### config.mk
export PLATFORM = sky130hd
export DESIGN_NAME = dcc_mailbox
export DESIGN_NICKNAME = d
export VERILOG_FILES = /design/src/rtl/dcc_pkg.sv /design/src/rtl/dcc_slot.sv /design/src/rtl/dcc_host_port.sv /design/src/rtl/dcc_mailbox.sv
export SDC_FILE = /design/constraint.sdc
export NUM_CORES = 1
export LEC_CHECK = 0
export ABC_AREA = 0
export BUFFER_PORTS_ARGS = -buffer_cell sky130_fd_sc_hd__buf_2
export CAP_MARGIN = 10
export CORE_UTILIZATION = 49
export DETAILED_ROUTE_END_ITERATION = 10
export GPL_TIMING_DRIVEN = 0
export PLACE_DENSITY = 0.89
export SETUP_SLACK_MARGIN = 0.2
export SLEW_MARGIN = 15
export SYNTH_ARGS = -nofsm -noshare
export SYNTH_HDL_FRONTEND = slang
export SYNTH_SLANG_ARGS = --single-unit
### constraint.sdc
create_clock -name clk -period 2.7 [get_ports clk]
set_input_delay 0.54 -clock clk [delete_from_list [all_inputs] [get_ports clk]]
set_output_delay 0.54 -clock clk [all_outputs]
set_load 0.01 [all_outputs]
### src/rtl/dcc_pkg.sv
package dcc_pkg;
   // Bit positions inside the control word; the debugger decodes these.
   localparam int unsigned RX_FLAG_BIT = 0;
   localparam int unsigned TX_FLAG_BIT = 1;

   function automatic logic [31:0] ctrl_word(input logic [3:0] ver,
                                             input logic rx_full,
                                             input logic tx_full);
      logic [31:0] w;
      w = '0;
      w[31:28]       = ver;
      w[RX_FLAG_BIT] = rx_full;
      w[TX_FLAG_BIT] = tx_full;
      return w;
   endfunction
endpackage

### src/rtl/dcc_slot.sv
// One-word holding register with a full flag. A set has priority over a clear.
module dcc_slot #(
   parameter int unsigned WIDTH = 32
) (
   input  logic             clk,
   input  logic             rst_n,
   input  logic             set_i,
   input  logic [WIDTH-1:0] set_data_i,
   input  logic             clr_i,
   output logic             full_o,
   output logic [WIDTH-1:0] data_o
);
   always_ff @(posedge clk) begin
      if (!rst_n) begin
         full_o <= 1'b0;
         data_o <= '0;
      end else begin
         if (set_i) begin
            full_o <= 1'b1;
            data_o <= set_data_i;
         end else if (clr_i) begin
            full_o <= 1'b0;
         end
      end
   end
endmodule

### src/rtl/dcc_host_port.sv
// Debugger-side address decode and read mux.
module dcc_host_port
   import dcc_pkg::*;
#(
   parameter int unsigned ADDR_W    = 5,
   parameter int unsigned CTRL_ADDR = 4,
   parameter int unsigned DATA_ADDR = 5,
   parameter int unsigned VERSION   = 1
) (
   input  logic [ADDR_W-1:0] addr_i,
   input  logic              rd_i,
   input  logic              wr_i,
   input  logic              rx_full_i,
   input  logic              tx_full_i,
   input  logic [31:0]       tx_data_i,
   output logic [31:0]       rdata_o,
   output logic              rx_load_o,
   output logic              tx_pop_o
);
   localparam logic [ADDR_W-1:0] CTRL_A = ADDR_W'(CTRL_ADDR);
   localparam logic [ADDR_W-1:0] DATA_A = ADDR_W'(DATA_ADDR);
   localparam logic [3:0]        VER    = 4'(VERSION);

   logic hit_ctrl, hit_data;

   always_comb begin
      hit_ctrl = (addr_i == CTRL_A);
      hit_data = (addr_i == DATA_A);
      rx_load_o = wr_i && hit_data;
      tx_pop_o  = rd_i && hit_data && tx_full_i;
      if (hit_ctrl)      rdata_o = ctrl_word(VER, rx_full_i, tx_full_i);
      else if (hit_data) rdata_o = tx_data_i;
      else               rdata_o = '0;
   end
endmodule

### src/rtl/dcc_mailbox.sv
module dcc_mailbox #(
   parameter int unsigned ADDR_W    = 5,
   parameter int unsigned CTRL_ADDR = 4,
   parameter int unsigned DATA_ADDR = 5,
   parameter int unsigned VERSION   = 1,
   parameter bit          OVF_EN    = 1'b1
) (
   input  logic              clk,
   input  logic              rst_n,
   input  logic [ADDR_W-1:0] dbg_addr,
   input  logic              dbg_rd,
   input  logic              dbg_wr,
   input  logic [31:0]       dbg_wdata,
   output logic [31:0]       dbg_rdata,
   output logic              core_rx_valid,
   output logic [31:0]       core_rx_data,
   input  logic              core_rx_take,
   input  logic              core_tx_valid,
   input  logic [31:0]       core_tx_data,
   output logic              core_tx_ready,
   output logic              ovf_flag
);
   localparam int unsigned ADDR_SPAN = 1 << ADDR_W;

   if (VERSION < 1 || VERSION > 7) begin : g_bad_version
      $error("dcc_mailbox: VERSION must lie in 1..7");
   end
   if (CTRL_ADDR == DATA_ADDR) begin : g_bad_map
      $error("dcc_mailbox: control and data addresses must differ");
   end
   if (CTRL_ADDR >= ADDR_SPAN || DATA_ADDR >= ADDR_SPAN) begin : g_bad_addr
      $error("dcc_mailbox: address does not fit ADDR_W");
   end

   logic rx_load, tx_pop, rx_full, tx_full, rx_take_eff, tx_push;
   logic [31:0] tx_word;

   dcc_host_port #(
      .ADDR_W(ADDR_W), .CTRL_ADDR(CTRL_ADDR),
      .DATA_ADDR(DATA_ADDR), .VERSION(VERSION)
   ) u_port (
      .addr_i(dbg_addr), .rd_i(dbg_rd), .wr_i(dbg_wr),
      .rx_full_i(rx_full), .tx_full_i(tx_full), .tx_data_i(tx_word),
      .rdata_o(dbg_rdata), .rx_load_o(rx_load), .tx_pop_o(tx_pop)
   );

   assign rx_take_eff = core_rx_take && rx_full;
   assign tx_push     = core_tx_valid && !tx_full;

   dcc_slot #(.WIDTH(32)) u_rx_slot (
      .clk(clk), .rst_n(rst_n),
      .set_i(rx_load), .set_data_i(dbg_wdata), .clr_i(rx_take_eff),
      .full_o(rx_full), .data_o(core_rx_data)
   );

   dcc_slot #(.WIDTH(32)) u_tx_slot (
      .clk(clk), .rst_n(rst_n),
      .set_i(tx_push), .set_data_i(core_tx_data), .clr_i(tx_pop),
      .full_o(tx_full), .data_o(tx_word)
   );

   assign core_rx_valid = rx_full;
   assign core_tx_ready = !tx_full;

   if (OVF_EN) begin : g_ovf
      logic ovf_q;
      always_ff @(posedge clk) begin
         if (!rst_n) ovf_q <= 1'b0;
         else if (rx_load && rx_full && !core_rx_take) ovf_q <= 1'b1;
      end
      assign ovf_flag = ovf_q;
   end else begin : g_no_ovf
      assign ovf_flag = 1'b0;
   end
endmodule

Word-level counts from Yosys, hierarchy flattened
Cells that the tools add are included.
{"block": "totals", "regBits": 67, "latch_bits": 0, "mem_bits_rw": 0, "rom_bits": 0, "inputBits": 75, "wordCells": 24, "mem_count": 0}
{"block": "classes", "n_addsub": 0, "n_mul": 0, "div_mod_pow": 0, "n_lt_le_gt_ge": 0, "n_eq_ne": 2, "shift": 0, "n_mux": 6, "bitwise": 0, "reduce_logical": 11}
{"cell": "$mux 32", "count": 2}
{"cell": "$eq 5x3->1 const B", "count": 2}
{"cell": "$logic_and 1x1->1", "count": 7}
{"cell": "$mux 1", "count": 4}
{"cell": "$reduce_bool 2->1", "count": 2}
{"cell": "$logic_not 1->1", "count": 2}

Longest topological paths before layout
Gate-level depths: netlist of the first run.
{"block": "depth", "depth_word": 5, "depth_mapped": 5}

Cells and area by module
Synthesis of the first run repeated with hierarchy kept, for this count alone.
{"block": "unflattened", "cells_unflattened": 266, "hier_area_um2": 2914.0}
{"mod": "dcc_slot", "instances": 2, "cells_per_inst": 106, "area_each_um2": 1277.5}
{"mod": "dcc_host_port", "instances": 1, "cells_per_inst": 47, "area_each_um2": 305.3}
{"mod": "dcc_mailbox", "instances": 1, "cells_per_inst": 7, "area_each_um2": 53.8}

Worst setup path after synthesis of the first run
Ideal clock, no wire load.
{"block": "synth_path", "path_kind": "in2out", "startpoint": "input port dbg_addr[1]", "endpoint": "output port dbg_rdata[10]", "arrival_time_ps": 1652, "t_required_ps": 2160, "path_slack_ps": 508, "cell_stages": 5, "path_buffers": 2, "cell_sequence": "or4b_1 > buf_6 > nor2_2 > clkbuf_2 > and2_1"}
{"block": "synth_between", "elab_chain_len": 3}
{"item": "start, declared", "line_no": "dcc_mailbox.sv:10", "text": "input logic [ADDR_W-1:0] dbg_addr,"}
{"item": "$eq 5x3->1", "line_no": "dcc_host_port.sv:28", "text": "hit_data = (addr_i == DATA_A);"}
{"item": "$mux 32", "line_no": "dcc_host_port.sv:32", "text": "else if (hit_data) rdata_o = tx_data_i;"}
{"item": "$mux 32 (*)", "line_no": "dcc_host_port.sv:31", "text": "if (hit_ctrl) rdata_o = ctrl_word(VER, rx_full_i, tx_full_i);"}
{"item": "end, declared", "line_no": "dcc_mailbox.sv:14", "text": "output logic [31:0] dbg_rdata,"}
Every way passes the cells marked *; elsewhere a longest branch is shown, timed or not.

Worst setup path after layout of the first run
{"block": "layout_path", "startpoint": "input port dbg_addr[1]", "endpoint": "output port dbg_rdata[4]"}
Same word-level chain as after synthesis.

==> report_table.html, run 1 <==
<table>
<tr><th>Metric</th><th>Value</th></tr>
<tr><th colspan="2">Setup path</th></tr>
<tr><td>Maximum fanout count along the critical path</td><td>10</td></tr>
<tr><td>Crit path required time</td><td>2.16 ns</td></tr>
<tr><td>Critical path type</td><td>primary input to output port</td></tr>
<tr><td>Worst reg2reg path startpoint</td><td>u_tx_slot.full_o$_SDFFE_PN0P_</td></tr>
<tr><td>Critical register-to-register path endpoint</td><td>u_tx_slot.data_o[22]$_SDFFE_PN0P_</td></tr>
<tr><td>Dominant delay contributor by cell family on the critical path</td><td>simple AND/OR/NAND/NOR gates</td></tr>
<tr><td>Buf/Inv on CP</td><td>4</td></tr>
<tr><td>Launch point of the critical path</td><td>dbg_addr[1]</td></tr>
<tr><td>R2R setup slack</td><td>1.23 ns</td></tr>
<tr><td>Worst stage delay on the critical path</td><td>0.56 ns</td></tr>
<tr><td>Critical path capture point type</td><td>output port</td></tr>
<tr><td>Critical path's slowest cell</td><td>sky130_fd_sc_hd__or4b_1</td></tr>
<tr><td>Stages on the worst setup path</td><td>7</td></tr>
<tr><td>Arrival time of the worst setup path</td><td>1.93 ns</td></tr>
<tr><td>Cells traversed along the worst timing path</td><td>buf_2 &gt; or4b_1 &gt; buf_6 &gt; nor2_4 &gt; buf_6 &gt; and2_1 &gt; buf_2</td></tr>
<tr><td>End point of the critical path</td><td>dbg_rdata[4]</td></tr>
<tr><td>Type of element launching the critical path</td><td>primary input</td></tr>
<tr><td>Depth of the worst register-to-register path</td><td>5</td></tr>
<tr><th colspan="2">Global route</th></tr>
<tr><td>Number of antenna violations at the first check in global routing</td><td>0</td></tr>
<tr><td>Overall global routing resource usage</td><td>23.6%</td></tr>
<tr><td>Maximum number of pins on one net before global-route repair</td><td>11</td></tr>
<tr><td>First-pass GRT wire length</td><td>11400 um</td></tr>
<tr><td>Vias in the first global route</td><td>2668</td></tr>
<tr><td>GRT overflow</td><td>0</td></tr>
<tr><th colspan="2">Route</th></tr>
<tr><td>First-pass detailed-route iteration total</td><td>5</td></tr>
<tr><td>Total number of vias</td><td>2733</td></tr>
<tr><td>Detailed-route vias per instance</td><td>4.87</td></tr>
<tr><td>Count of unresolved DRC violations after routing</td><td>0</td></tr>
<tr><td>WL per Instance</td><td>12.4 um</td></tr>
<tr><td>Antenna Violating Nets Remaining</td><td>0</td></tr>
<tr><td>Total wire length</td><td>6970 um</td></tr>
<tr><td>Detailed router's first-iteration violation count</td><td>104</td></tr>
<tr><th colspan="2">Place</th></tr>
<tr><td>Number of I/O port buffers</td><td>140</td></tr>
<tr><td>Placer Congestion</td><td>0.784</td></tr>
<tr><td>Half-perimeter wire length after detailed placement</td><td>5300 um</td></tr>
<tr><th colspan="2">Layout</th></tr>
<tr><td>Final #Nets</td><td>560</td></tr>
<tr><td>Diode insertion count for antenna repair</td><td>0</td></tr>
<tr><td>Layout cells sized above 1</td><td>33.1%</td></tr>
<tr><td>Post-synthesis to final-layout area growth</td><td>35.2%</td></tr>
<tr><td>Area occupied by multi-input gates</td><td>0.00135 sq mm</td></tr>
<tr><td>Area taken by flip-flops and latches</td><td>0.00134 sq mm</td></tr>
<tr><td>Layout fillers</td><td>479</td></tr>
<tr><th colspan="2">Floorplanning</th></tr>
<tr><td>Core region area</td><td>0.00557 sq mm</td></tr>
<tr><td>Std-Cell Rows</td><td>27</td></tr>
<tr><td>Full die area</td><td>0.00613 sq mm</td></tr>
<tr><td>Die Y</td><td>78.3 um</td></tr>
<tr><td>Die span in x</td><td>78.3 um</td></tr>
<tr><td>Ports placed on the boundary</td><td>142</td></tr>
<tr><td>Initial core utilization</td><td>51.2%</td></tr>
<tr><th colspan="2">STA</th></tr>
<tr><td>Final critical-path share of the clock period</td><td>91.5%</td></tr>
<tr><td>Count of endpoints failing setup in the final report</td><td>0</td></tr>
<tr><td>Worst-case headroom to the max-slew limit</td><td>68.8%</td></tr>
<tr><td>Maximum clock rate</td><td>0.405 GHz</td></tr>
<tr><td>Sum Neg Setup Slack</td><td>0 ns</td></tr>
<tr><td>Fin crit period</td><td>2.47 ns</td></tr>
<tr><td>RSZ-0062 raised after global routing</td><td>true</td></tr>
<tr><td>Final Skew</td><td>0.00311 ns</td></tr>
<tr><td>Final count of pins violating max slew</td><td>0</td></tr>
<tr><td>Final Hold Vio Count</td><td>0</td></tr>
<tr><td>Worst-Margin Slew</td><td>0.468 ns</td></tr>
<tr><th colspan="2">Power</th></tr>
<tr><td>Total power after layout</td><td>0.00204 W</td></tr>
<tr><td>Net Sw Power</td><td>0.000462 W</td></tr>
<tr><td>Leakage power total</td><td>1.83 nW</td></tr>
<tr><td>Sequential Power Share</td><td>50.8%</td></tr>
<tr><td>Internal cell power</td><td>0.00158 W</td></tr>
<tr><td>IR Drop Worst-Case VDD</td><td>0.000352 V</td></tr>
<tr><td>Clock power share</td><td>40.3%</td></tr>
<tr><td>Combinational group share of total power</td><td>9.0%</td></tr>
<tr><td>Cell area power density</td><td>528 mW/mm^2</td></tr>
<tr><td>Switch share</td><td>22.7%</td></tr>
<tr><th colspan="2">Synth</th></tr>
<tr><td>Count of synthesis-stage warnings from yosys</td><td>0</td></tr>
<tr><td>Part of the Yosys area used for sequential elements</td><td>47.0%</td></tr>
<tr><td>Number of standard cells after synthesis</td><td>334</td></tr>
<tr><td>Number of enable-type register cells in the synthesized netlist</td><td>0</td></tr>
<tr><td>Cell types occupying the most area after synthesis</td><td>sky130_fd_sc_hd__dfxtp_1, sky130_fd_sc_hd__nand2_1, sky130_fd_sc_hd__mux2i_1, sky130_fd_sc_hd__a21boi_0, sky130_fd_sc_hd__and2_1</td></tr>
<tr><td>Number of nets produced by synthesis</td><td>409</td></tr>
<tr><td>Top flip-flop cell by instance count after synthesis</td><td>sky130_fd_sc_hd__dfxtp_1</td></tr>
<tr><td>Flip-flop and latch count after synthesis</td><td>67</td></tr>
<tr><td>Count leader, synth</td><td>sky130_fd_sc_hd__nand2_1</td></tr>
<tr><td>Share of async-settable or async-resettable flops after synthesis</td><td>0%</td></tr>
<tr><td>Dominant cell type by area after synthesis</td><td>sky130_fd_sc_hd__dfxtp_1</td></tr>
<tr><td>Average size of a mapped cell</td><td>8.54 sq um</td></tr>
<tr><td>Commonest cells in the netlist</td><td>sky130_fd_sc_hd__nand2_1, sky130_fd_sc_hd__dfxtp_1, sky130_fd_sc_hd__mux2i_1</td></tr>
<tr><td>Synthesized area</td><td>0.00285 sq mm</td></tr>
<tr><td>Post-synth top area share</td><td>47.0%</td></tr>
<tr><td>Number of different library cells in the post-synthesis netlist</td><td>23</td></tr>
<tr><th colspan="2">Clocking</th></tr>
<tr><td>Depth of the CTS H-tree</td><td>3</td></tr>
<tr><td>Post-CTS setup repair buffer count</td><td>0</td></tr>
<tr><td>Num CTS Buffers</td><td>9</td></tr>
<tr><td>Sink count of the clock tree</td><td>67</td></tr>
<tr><td>Clock insertion delay at the later pin of the skew report</td><td>0.32 ns</td></tr>
<tr><td>Clock tree from TritonCTS</td><td>yes</td></tr>
<tr><td>Cell at the root of the clock tree</td><td>sky130_fd_sc_hd__clkbuf_8</td></tr>
<tr><td>Max Buffers Root-to-Sink</td><td>2</td></tr>
<tr><td>Clock input transition at the sequential cells of the worst setup and hold paths</td><td>0.06 ns</td></tr>
<tr><th colspan="2">Worst hold path</th></tr>
<tr><td>Tightest Hold Check Type</td><td>primary input to register</td></tr>
<tr><td>Min-Delay Startpoint</td><td>dbg_rd</td></tr>
<tr><th colspan="2">Status</th></tr>
<tr><td>Outcome</td><td>completed</td></tr>
<tr><th colspan="2">Flow run</th></tr>
<tr><td># Max-Cap Violations</td><td>0</td></tr>
</table>
## power by group through the flow
stage | logic [W] | clock network [W] | registers (W)
after floorplan | 0.0000959 | 0 | 0.00105
final | 0.000183 | 0.000821 | 0.00103
after CTS | 0.000183 | 0.000840 | 0.00103
after global placement | 0.000177 | 0 | 0.00105
after detailed placement | 0.000182 | 0 | 0.00106
after global routing | 0.000207 | 0.000883 | 0.00104
## registers in the layout (all words and copies together), names as in the netlist
| name | count |
|---|---|
| u_tx_slot.data_o | 32 |
| u_rx_slot.full_o | 1 |
| u_tx_slot.full_o | 1 |
| ovf_flag | 1 |
| u_rx_slot.data_o | 32 |
## per-layer routing
metal  vias up  part of all wire, %  GRT usage [%]
met5         -                    0              0
met4         0                  2.8           12.4
met3        22                  5.2           4.88
met2       103                   50           42.3
met1      1244                   42           26.0
li1       1364                    -              -
## cells by family (layout without fill, tap and decap cells)
kind of cell / count (synthesis) / count (layout) / share of synthesized area (%)
compound gates: 37 / 37 / 9.51
buf+inv: 28 / 183 / 5.79
flops: 67 / 67 / 47.0
mux: 34 / 34 / 11.9
simple gates: 168 / 168 / 25.8
## layout make-up
cell class / instances / share of cell area (%)
clock buffers: 13 / 4.12
clock inverters: 2 / 0.908
inverters: 3 / 0.292
flip-flops and latches: 67 / 34.8
well taps: 72 / 2.33
plain buffers: 25 / 4.38
multi-input cells: 239 / 35.1
repair buffers: 140 / 18.2
## worst register-to-register path, cell delays in order (launching register included)
cell and delay, ns:
sky130_fd_sc_hd__dfxtp_1 0.35, sky130_fd_sc_hd__nor2b_1 0.11, sky130_fd_sc_hd__clkbuf_1 0.21, sky130_fd_sc_hd__clkbuf_1 0.39, sky130_fd_sc_hd__nand2_1 0.11, sky130_fd_sc_hd__a21boi_0 0.21
## cell usage in the layout (no fill, tap or decap), types with 2 or more instances in the layout
cell type                  instances
sky130_fd_sc_hd__inv_1             3
sky130_fd_sc_hd__buf_2           140
sky130_fd_sc_hd__buf_6             3
sky130_fd_sc_hd__a21boi_0         32
sky130_fd_sc_hd__nand2_1         131
sky130_fd_sc_hd__nor2b_1           2
sky130_fd_sc_hd__and2_1           29
sky130_fd_sc_hd__buf_12            3
sky130_fd_sc_hd__mux2i_1          34
sky130_fd_sc_hd__dfxtp_1          67
sky130_fd_sc_hd__clkbuf_8         11
sky130_fd_sc_hd__clkbuf_1         19
sky130_fd_sc_hd__nor2_1            2
## stage by stage
step / setup WS (ns) / utilization, % / std cells / instance area (sq um) / hold WS, ns
floorplan: 0.508 / - / 334 / 2850 / 0.439
global placement: 0.190 / 65.4 / 546 / 3640 / 0.435
detailed placement: 0.156 / 65.4 / 546 / 3640 / 0.444
CTS: 0.176 / 69.0 / 561 / 3840 / 0.391
global route: 0.181 / 69.2 / 561 / 3860 / 0.415
finish: 0.230 / 69.2 / 561 / 3860 / 0.403
## what timing repair did
item	in CTS	in global routing
setup endpoints to repair	28	29
hold buffers	0	0
gates resized for setup	2	7
cloned	0	0
## worst min-delay path by stage
stage / slack [ns] / endpoint / cells after the start
6_report: 0.40 / u_tx_slot.full_o$_SDFFE_PN0P_ / 2
5_1_grt: 0.41 / u_tx_slot.full_o$_SDFFE_PN0P_ / 2
4_1_cts: 0.39 / u_tx_slot.full_o$_SDFFE_PN0P_ / 2
3_5_place_dp: 0.44 / u_rx_slot.data_o[28]$_SDFFE_PN0P_ / 2
3_3_place_gp: 0.44 / ovf_flag$_SDFFE_PN0P_ / 2
2_1_floorplan: 0.44 / u_tx_slot.data_o[22]$_SDFFE_PN0P_ / 2
No activity file was read; power rests on OpenSTA's default activity.
==> run 2: changes to the inputs <==
--- a/config.mk
+++ b/config.mk
@@ -8,10 +8,11 @@
 export ABC_AREA = 0
 export BUFFER_PORTS_ARGS = -buffer_cell sky130_fd_sc_hd__buf_2
 export CAP_MARGIN = 10
-export CORE_UTILIZATION = 49
+export CORE_UTILIZATION = 50
+export CTS_BUF_LIST = sky130_fd_sc_hd__clkbuf_8
 export DETAILED_ROUTE_END_ITERATION = 10
 export GPL_TIMING_DRIVEN = 0
-export PLACE_DENSITY = 0.89
+export PLACE_DENSITY = 0.9
 export SETUP_SLACK_MARGIN = 0.2
 export SLEW_MARGIN = 15
 export SYNTH_ARGS = -nofsm -noshare
==> report_table.html, run 2 (same netlist as run 1, synthesis figures left out) <==
<table>
<tr><th>Metric</th><th>Value</th></tr>
<tr><th colspan="2">Floorplanning</th></tr>
<tr><td>Die Y</td><td>77.6 um (-0.98%)</td></tr>
<tr><td>Core region area</td><td>0.00551 sq mm (-1.2%)</td></tr>
<tr><td>Die span in x</td><td>77.6 um (-0.98%)</td></tr>
<tr><td>Ports placed on the boundary</td><td>142 (unchanged)</td></tr>
<tr><td>Initial core utilization</td><td>51.8% (+0.63 points)</td></tr>
<tr><td>Std-Cell Rows</td><td>27 (unchanged)</td></tr>
<tr><td>Full die area</td><td>0.00601 sq mm (-2.0%)</td></tr>
<tr><th colspan="2">STA</th></tr>
<tr><td>Maximum clock rate</td><td>0.410 GHz (+1.2%)</td></tr>
<tr><td>Final Skew</td><td>0.00946 ns (+0.00635 ns)</td></tr>
<tr><td>Worst-case headroom to the max-slew limit</td><td>67.0% (-1.9 points)</td></tr>
<tr><td>Final critical-path share of the clock period</td><td>90.4% (-1.1 points)</td></tr>
<tr><td>Final Hold Vio Count</td><td>0 (unchanged)</td></tr>
<tr><td>Final count of pins violating max slew</td><td>0 (unchanged)</td></tr>
<tr><td>Worst-Margin Slew</td><td>0.495 ns (+0.0278 ns)</td></tr>
<tr><td>Worst Slack Setup Final</td><td>0.260 ns (+0.0305 ns)</td></tr>
<tr><td>Sum Neg Setup Slack</td><td>0 ns (unchanged)</td></tr>
<tr><td>Fin crit period</td><td>2.44 ns (-0.0305 ns)</td></tr>
<tr><td>Count of endpoints failing setup in the final report</td><td>0 (unchanged)</td></tr>
<tr><td>RSZ-0062 raised after global routing</td><td>false</td></tr>
<tr><th colspan="2">Place</th></tr>
<tr><td>Half-perimeter wire length after detailed placement</td><td>5110 um (-3.6%)</td></tr>
<tr><td>DP Worst Slack</td><td>0.166 ns (+0.0109 ns)</td></tr>
<tr><td>Instance area after placement</td><td>0.00364 sq mm (unchanged)</td></tr>
<tr><td>Placer Congestion</td><td>0.854 (+9.0%)</td></tr>
<tr><td>Number of I/O port buffers</td><td>140 (unchanged)</td></tr>
<tr><th colspan="2">Route</th></tr>
<tr><td>Count of unresolved DRC violations after routing</td><td>0 (unchanged)</td></tr>
<tr><td>WL per Instance</td><td>12.2 um (-1.6%)</td></tr>
<tr><td>Detailed-route vias per instance</td><td>4.77 (-2.1%)</td></tr>
<tr><td>Total wire length</td><td>6880 um (-1.4%)</td></tr>
<tr><td>Detailed router's first-iteration violation count</td><td>83 (-20%)</td></tr>
<tr><td>Antenna Violating Nets Remaining</td><td>0 (unchanged)</td></tr>
<tr><td>Total number of vias</td><td>2681 (-1.9%)</td></tr>
<tr><td>First-pass detailed-route iteration total</td><td>4 (-1)</td></tr>
<tr><th colspan="2">Clocking</th></tr>
<tr><td>Clock insertion delay at the later pin of the skew report</td><td>0.33 ns (about the same)</td></tr>
<tr><td>Num CTS Buffers</td><td>9 (unchanged)</td></tr>
<tr><td>Clock input transition at the sequential cells of the worst setup and hold paths</td><td>0.06 ns (about the same)</td></tr>
<tr><td>Cell at the root of the clock tree</td><td>sky130_fd_sc_hd__clkbuf_8</td></tr>
<tr><td>Sink count of the clock tree</td><td>67 (unchanged)</td></tr>
<tr><td>Max Buffers Root-to-Sink</td><td>2 (unchanged)</td></tr>
<tr><td>Clock tree from TritonCTS</td><td>yes</td></tr>
<tr><td>Depth of the CTS H-tree</td><td>3 (unchanged)</td></tr>
<tr><td>Post-CTS setup repair buffer count</td><td>0 (unchanged)</td></tr>
<tr><th colspan="2">Global route</th></tr>
<tr><td>First-pass GRT wire length</td><td>10900 um (-4.3%)</td></tr>
<tr><td>GRT overflow</td><td>0 (unchanged)</td></tr>
<tr><td>Vias in the first global route</td><td>2508 (-6.0%)</td></tr>
<tr><td>Number of antenna violations at the first check in global routing</td><td>0 (unchanged)</td></tr>
<tr><td>Maximum number of pins on one net before global-route repair</td><td>12 (+1)</td></tr>
<tr><td>Overall global routing resource usage</td><td>23.3% (-0.31 points)</td></tr>
<tr><th colspan="2">Layout</th></tr>
<tr><td>Commonest non-fill, non-tap cell in the layout</td><td>sky130_fd_sc_hd__buf_2</td></tr>
<tr><td>Cell area after layout</td><td>0.00390 sq mm (+1.1%)</td></tr>
<tr><td>Final #Nets</td><td>560 (unchanged)</td></tr>
<tr><td>Diode insertion count for antenna repair</td><td>0 (unchanged)</td></tr>
<tr><td>Largest registers in the final layout</td><td>u_rx_slot.data_o (32), u_tx_slot.data_o (32)</td></tr>
<tr><td>Post-synthesis to final-layout area growth</td><td>36.7%</td></tr>
<tr><td>Layout cells sized above 1</td><td>33.7% (+0.54 points)</td></tr>
<tr><td>Most used cells in the layout excluding fill and tap cells</td><td>sky130_fd_sc_hd__buf_2, sky130_fd_sc_hd__nand2_1, sky130_fd_sc_hd__dfxtp_1, sky130_fd_sc_hd__mux2i_1, sky130_fd_sc_hd__a21boi_0</td></tr>
<tr><th colspan="2">Setup path</th></tr>
<tr><td>Critical path type</td><td>primary input to output port</td></tr>
<tr><td>Arrival time of the worst setup path</td><td>1.90 ns (-0.03 ns)</td></tr>
<tr><td>R2R setup slack</td><td>1.24 ns (about the same)</td></tr>
<tr><td>Type of element launching the critical path</td><td>primary input</td></tr>
<tr><td>Maximum fanout count along the critical path</td><td>10 (unchanged)</td></tr>
<tr><td>Crit path required time</td><td>2.16 ns (about the same)</td></tr>
<tr><td>Critical path capture point type</td><td>output port</td></tr>
<tr><th colspan="2">Flow run</th></tr>
<tr><td># Max-Cap Violations</td><td>0 (unchanged)</td></tr>
<tr><th colspan="2">Power</th></tr>
<tr><td>IR Drop Worst-Case VDD</td><td>0.000377 V (+6.9%)</td></tr>
<tr><td>Leakage power total</td><td>1.85 nW (+1.1%)</td></tr>
<tr><td>Cell area power density</td><td>550 mW/mm^2 (+4.1%)</td></tr>
<tr><th colspan="2">Worst hold path</th></tr>
<tr><td>Tightest Hold Check Type</td><td>primary input to register</td></tr>
<tr><th colspan="2">Status</th></tr>
<tr><td>Outcome</td><td>completed</td></tr>
</table>
[run 2: area by class of cell]
cell class / count / area (sq um)
buffer: 25 / 173
clock buffer: 11 / 151
clock inverter: 5 / 76.3
fill: 451 / 1610
inverter: 3 / 11.3
multi-input combinational: 239 / 1360
sequential: 67 / 1340
tap: 72 / 90.1
timing repair buffer: 140 / 701
[run 2: worst paths after layout]
path / startpoint / endpoint / depth (start not counted)
worst max-delay path: dbg_addr[1] / dbg_rdata[18] / 7
worst min-delay path: dbg_rd / u_tx_slot.full_o$_SDFFE_PN0P_ / 2
worst max register to register: u_tx_slot.full_o$_SDFFE_PN0P_ / u_tx_slot.data_o[13]$_SDFFE_PN0P_ / 5
worst min register to register: ovf_flag$_SDFFE_PN0P_ / ovf_flag$_SDFFE_PN0P_ / 2
[run 2: through the flow]
step,total power [W],hold WS [ns],std cells,utilization (%)
finish,0.00215,0.409,562,70.8
floorplan,0.00115,0.439,334,-
global route,0.00223,0.405,562,70.8
CTS,0.00216,0.394,562,70.4
global placement,0.00123,0.436,546,66.2
detailed placement,0.00124,0.440,546,66.2
[run 2: what timing repair did]
item	in CTS	in global routing
pin swaps	0	0
gates resized for setup	2	9
hold buffers	0	0
endpoints found under the setup margin	14	29
[run 2: power by group]
group | internal, W | leakage (nW) | total [W] | switching [W]
Sequential | 0.00102 | 0.545 | 0.00103 | 0.0000145
Combinational | 0.0000852 | 1.19 | 0.000183 | 0.0000982
Clock | 0.000566 | 0.117 | 0.000928 | 0.000362
[run 2: critical path, cell delays in order]
cell	delay (ns)
sky130_fd_sc_hd__buf_2	0.10
sky130_fd_sc_hd__or4b_4	0.53
sky130_fd_sc_hd__buf_6	0.16
sky130_fd_sc_hd__nor2_4	0.14
sky130_fd_sc_hd__buf_6	0.16
sky130_fd_sc_hd__and2_1	0.14
sky130_fd_sc_hd__buf_2	0.13
[run 2: metal layers]
layer  track usage [%]  wire [um]  vias up
li1                  -          -     1363
met1              26.8       2910     1215
met2              41.1       3560       85
met3              3.18        257       18
met4              13.4        157        0
met5                 0          0        -
